File: config.mk
export PLATFORM = sky130hd
export DESIGN_NAME = pc_steer
export DESIGN_NICKNAME = d
export VERILOG_FILES = /design/src/rtl/pc_steer_pkg.sv /design/src/rtl/pc_cond_eval.sv /design/src/rtl/pc_target_sel.sv /design/src/rtl/link_operand_sel.sv /design/src/rtl/pc_steer.sv
export SDC_FILE = /design/constraint.sdc
export NUM_CORES = 1
export LEC_CHECK = 0
export BUFFER_PORTS_ARGS = -buffer_cell sky130_fd_sc_hd__buf_2
export CAP_MARGIN = 5
export CELL_PAD_IN_SITES_DETAIL_PLACEMENT = 1
export CELL_PAD_IN_SITES_GLOBAL_PLACEMENT = 2
export CORE_ASPECT_RATIO = 0.5
export CORE_UTILIZATION = 23
export DETAILED_ROUTE_END_ITERATION = 10
export PLACE_DENSITY = 0.71
export SETUP_SLACK_MARGIN = 0.4
export SLEW_MARGIN = 20
export SYNTH_ARGS = -nofsm -noshare
export SYNTH_HDL_FRONTEND = slang
export SYNTH_SLANG_ARGS = --single-unit
export TNS_END_PERCENT = 30
File: constraint.sdc
create_clock -name clk -period 3.3 [get_ports clk]
set_clock_uncertainty 0.15 [all_clocks]
set_input_delay 0.33 -clock clk [delete_from_list [all_inputs] [get_ports clk]]
set_output_delay 0.33 -clock clk [all_outputs]
set_load 0.03 [all_outputs]
File: src/rtl/pc_steer_pkg.sv
package pc_steer_pkg;
  typedef enum logic [2:0] {
    CLS_SEQ   = 3'd0,
    CLS_BEQZ  = 3'd1,
    CLS_BNEZ  = 3'd2,
    CLS_JMP   = 3'd3,
    CLS_JMPL  = 3'd4,
    CLS_JREG  = 3'd5,
    CLS_JREGL = 3'd6,
    CLS_RSVD  = 3'd7
  } insn_cls_e;

  function automatic logic is_link(insn_cls_e c);
    return (c == CLS_JMPL) || (c == CLS_JREGL);
  endfunction
endpackage

File: src/rtl/pc_cond_eval.sv
module pc_cond_eval
  import pc_steer_pkg::*;
#(
  parameter int XLEN = 32
) (
  input  insn_cls_e        cls,
  input  logic [XLEN-1:0]  tst_val,
  output logic             take_rel,
  output logic             take_reg
);
  logic is_zero;

  assign is_zero = (tst_val == '0);

  always_comb begin
    take_rel = 1'b0;
    take_reg = 1'b0;
    unique case (cls)
      CLS_BEQZ:             take_rel = is_zero;
      CLS_BNEZ:             take_rel = !is_zero;
      CLS_JMP, CLS_JMPL:    take_rel = 1'b1;
      CLS_JREG, CLS_JREGL:  take_reg = 1'b1;
      default: begin
        take_rel = 1'b0;
        take_reg = 1'b0;
      end
    endcase
  end
endmodule

File: src/rtl/pc_target_sel.sv
module pc_target_sel #(
  parameter int XLEN = 32,
  parameter int STEP = 4
) (
  input  logic [XLEN-1:0] pc,
  input  logic [XLEN-1:0] br_off,
  input  logic [XLEN-1:0] tst_val,
  input  logic            take_rel,
  input  logic            take_reg,
  output logic [XLEN-1:0] seq_pc,
  output logic [XLEN-1:0] nxt_pc
);
  localparam logic [XLEN-1:0] STEP_V = XLEN'(STEP);

  logic [XLEN-1:0] rel_pc;
  logic [XLEN-1:0] lvl1;

  assign seq_pc = pc + STEP_V;
  assign rel_pc = pc + br_off;

  // first level: sequential or relative, steered by the zero test
  assign lvl1   = take_rel ? rel_pc : seq_pc;
  // second level: register target overrides both
  assign nxt_pc = take_reg ? tst_val : lvl1;
endmodule

File: src/rtl/link_operand_sel.sv
module link_operand_sel
  import pc_steer_pkg::*;
#(
  parameter int XLEN = 32
) (
  input  insn_cls_e       cls,
  input  logic [XLEN-1:0] seq_pc,
  input  logic [XLEN-1:0] src_val,
  output logic [XLEN-1:0] opa
);
  assign opa = is_link(cls) ? seq_pc : src_val;
endmodule

File: src/rtl/pc_steer.sv
module pc_steer
  import pc_steer_pkg::*;
#(
  parameter int              XLEN     = 32,
  parameter int              STEP     = 4,
  parameter logic [XLEN-1:0] RESET_PC = '0
) (
  input  logic            clk,
  input  logic            rst,
  input  logic            hold,
  input  logic [2:0]      cls,
  input  logic [XLEN-1:0] br_off,
  input  logic [XLEN-1:0] tst_val,
  input  logic [XLEN-1:0] src_val,
  output logic [XLEN-1:0] pc_q,
  output logic [XLEN-1:0] opa
);
  insn_cls_e       cls_e;
  logic            take_rel;
  logic            take_reg;
  logic [XLEN-1:0] seq_pc;
  logic [XLEN-1:0] nxt_pc;

  assign cls_e = insn_cls_e'(cls);

  pc_cond_eval #(.XLEN(XLEN)) u_cond (
    .cls      (cls_e),
    .tst_val  (tst_val),
    .take_rel (take_rel),
    .take_reg (take_reg)
  );

  pc_target_sel #(.XLEN(XLEN), .STEP(STEP)) u_tgt (
    .pc       (pc_q),
    .br_off   (br_off),
    .tst_val  (tst_val),
    .take_rel (take_rel),
    .take_reg (take_reg),
    .seq_pc   (seq_pc),
    .nxt_pc   (nxt_pc)
  );

  link_operand_sel #(.XLEN(XLEN)) u_link (
    .cls     (cls_e),
    .seq_pc  (seq_pc),
    .src_val (src_val),
    .opa     (opa)
  );

  always_ff @(posedge clk) begin
    if (rst)        pc_q <= RESET_PC;
    else if (!hold) pc_q <= nxt_pc;
  end
endmodule

==> out/results.tsv <==
stage	metric	value	unit
final_layout	largest_registers	pc_q: 32 flops	
global_route	grt_pass1_vias	5344	
place	post-dp-hpwl	16000	um
clock_tree	cts_tree	done	
critical_path	r2r_start	pc_q[0]	
final_layout	registers.top_by_ff_count	pc_q	
floorplan	die-area	0.0195	sq mm
clock_tree	clk_path_buf_depth	2	
floorplan	die_h	99.3	um
synthesis	ys_top_cells_by_count	nand2_1, o21ai_0, a21oi_1	
global_route	grt_max_degree	32	
synthesis	ys_seq_elements	32	
floorplan	start_util	23.6	%
sta	slew_headroom	36.6	%
worst_hold_path	min_from	tst_val[1]	
clock_tree	ctsHoldBuffers	0	
floorplan	ioPinCount	166	
drt	drc	0	
synthesis	yosysTopAreaCellShare	14.7	%
synthesis	synth_area	0.00435	sq mm
drt	ant_nets	0	
outcome	status	complete, no violations	
final_layout	final_nets	911	
clock_tree	clock_sinks	32	
clock_tree	path_clk_slew	0.06	ns
critical_path	crit_path_end_kind	output port	
synthesis	synth.most_common_cell	nand2_1	
sta	min_period_over_period	88.3	%
critical_path	r2r_slack	0.40	ns
synthesis	ys.flop_type	dfxtp_1	
synthesis	syn-num-nets	732	
run	maxCapViolCount	0	
critical_path	start_kind	flop	
critical_path	path_cells	buf_4 -> and4_4 -> and4_4 -> nand3_4 -> nor3_4 -> buf_4 -> and2_1 -> xnor2_1 -> o21ai_1 -> buf_4	
sta	rsz0062_at_grt	true	
global_route	track_usage	20.0	%
final_layout	fillers	2336	
final_layout	largest_reg_flops	32	
worst_hold_path	hold_path_depth	3	
critical_path	path_delay_family	simple AND/OR/NAND/NOR gates	
drt	routed_wl	20000	um
critical_path	cp_max_fo	4	
sta	setup_viol	0	
global_route	overflow	0	
clock_tree	htree_levels	2	
synthesis	yosys_warnings	0	
synthesis	yosysSeqAreaShare	14.7	%
clock_tree	cts_made_buffers	5	
synthesis	postSynthAreaPerCell	7.29	sq um
floorplan	die_w	197	um
final_layout	antenna_cells	0	
worst_hold_path	hold_end	pc_q[1]	
drt	dr.first_iter.drc_count	263	
power	ir_drop	0.185	mV
place	port-buffer-count	165	
drt	num_vias	5312	
power	powerDensity	362	mW/mm^2
critical_path	required	2.82	ns
critical_path	r2r_cells	13	
final_layout	fin_util	33.1	%
sta	slew_violations	0	
final_layout	area_growth	40.6	%
place	place.gp.congestion	0.837	
critical_path	path_buf_inv	3	
sta	worstMarginPinSlew	0.951	ns
critical_path	critical_path_arrival	2.44	ns
floorplan	core-area	0.0185	sq mm
global_route	grt_pass1_wl	30400	um
critical_path	cp_common_cell	buf_4	
drt	viasPerCell	5.13	
clock_tree	root_buffer	clkbuf_16	
sta	finalSetupTns	0	ns
clock_tree	insertion_delay	0.29	ns
drt	firstDrtPassIters	5	
final_layout	stdcell_count	1036	
sta	hold_violations	0	
place	dp_cells	1017	
synthesis	yosys-top-cells-area	dfxtp_1, ha_1, o21ai_0, nand2_1, xor2_1	
synthesis	synth_cell_types	68	
worst_hold_path	min_path_type	primary input to flop	
floorplan	num_rows	35	
critical_path	slowest_delay	0.38	ns
drt	routedWlPerCell	19.3	um
sta	fmax	343	MHz
critical_path	critical_path.slowest_cell	dfxtp_4	
power	p_total	2.22	mW
final_layout	drive_above_1_share	39.4	%
critical_path	critical_path_class	flop to output port	
synthesis	synthCells	597	
synthesis	synth-edff-count	0	
power	p_leak	2.74	nW
critical_path	reg2reg_to	pc_q[30]	
global_route	antenna_found_initial	0	
synthesis	synth_top_cell_by_area	dfxtp_1	
sta	finalCriticalPeriod	2.92	ns
sta	fin_hold_ws	0.238	ns
synthesis	synth-async-reset-ratio	0	%
-- layer usage --
| metal | global-route usage [%] | share of wire [%] | vias to the layer above |
|---|---|---|---|
| met5 | 0 | 0 | - |
| met4 | 3.73 | 0.92 | 0 |
| met3 | 3.22 | 4.8 | 11 |
| met2 | 33.1 | 46 | 127 |
| met1 | 27.5 | 48 | 2584 |
| li1 | - | - | 2590 |
-- how the worst max path moves through the flow --
stage                     startpoint  depth (start not counted)  endpoint  slack, ns
after floorplan              pc_q[9]                          9   opa[23]       0.25
after global placement    br_off[22]                         11  pc_q[31]       0.01
after detailed placement   br_off[0]                         13  pc_q[26]       0.09
after CTS                   pc_q[22]                         10  pc_q[31]       0.34
after global routing         pc_q[2]                         10   opa[27]       0.30
final                        pc_q[2]                         10   opa[27]       0.38
-- metrics by stage --
step / cell area, sq um / setup WS, ns
final: 6120 / 0.385
after CTS: 5860 / 0.341
after detailed placement: 5530 / 0.0872
after global routing: 6120 / 0.300
after floorplan: 4370 / 0.253
after global placement: 5530 / 0.0143
-- area by class of cell --
cell class	instances	area (sq um)	area share [%]
timing repair buffer	208	1160	18.9
multi-input combinational	510	3760	61.4
sequential	32	659	10.8
clock buffer	8	146	2.39
inverter	19	71.3	1.17
tap	259	324	5.29
-- worst min-delay path, stage by stage --
cell and delay (ns):
buf_2 0.11, a21oi_1 0.11, a211oi_1 0.08
-- cell usage in the layout (no fill, tap or decap), types with 5 or more instances in the layout --
| cell type | Yosys | layout |
|---|---|---|
| xnor2_1 | 27 | 25 |
| o21ai_2 | 0 | 7 |
| a21oi_1 | 47 | 43 |
| dfxtp_1 | 32 | 23 |
| and2_1 | 5 | 5 |
| buf_2 | 3 | 162 |
| o211a_1 | 5 | 5 |
| nand4_1 | 13 | 13 |
| dfxtp_2 | 0 | 6 |
| o21ai_0 | 59 | 48 |
| a211oi_1 | 9 | 9 |
| nand3_1 | 14 | 12 |
| o21ai_1 | 1 | 5 |
| a221o_1 | 5 | 5 |
| nand2_1 | 70 | 70 |
| ha_2 | 0 | 7 |
| a21oi_2 | 2 | 6 |
| nor4_1 | 10 | 9 |
| buf_4 | 1 | 45 |
| nor3_1 | 10 | 10 |
| clkbuf_16 | 0 | 5 |
| a221oi_1 | 12 | 10 |
| a21o_2 | 5 | 5 |
| a31oi_1 | 8 | 7 |
| mux2_2 | 7 | 7 |
| inv_1 | 18 | 18 |
| xor2_1 | 28 | 27 |
| nor2b_1 | 6 | 5 |
| o221ai_1 | 11 | 11 |
| ha_1 | 32 | 15 |
| a21o_1 | 17 | 17 |
| nor2_1 | 41 | 41 |
| ha_4 | 0 | 10 |
-- cell families (layout without fill, tap and decap cells) --
family          Yosys count  count (layout)  share of synthesized area, %
fa+ha+maj                33              33                          9.66
xor+xnor                 55              55                          11.1
buf+inv                  55             235                          7.01
compound gates          215             215                          33.0
flops                    32              32                          14.7
simple gates            198             198                          22.3
mux                       9               9                          2.27
-- power by group --
part / internal (mW) / switching (mW)
registers: 0.430 / 0.0552
logic: 0.488 / 0.731
clock network: 0.302 / 0.210
total: 1.22 / 0.997
-- repair_timing --
item                       in CTS  in global routing
buffers inserted                4                  7
pin swaps                       5                 11
gates resized for setup        46                 46
setup endpoints to repair      31                 28
No activity file was read; power rests on OpenSTA's default activity.
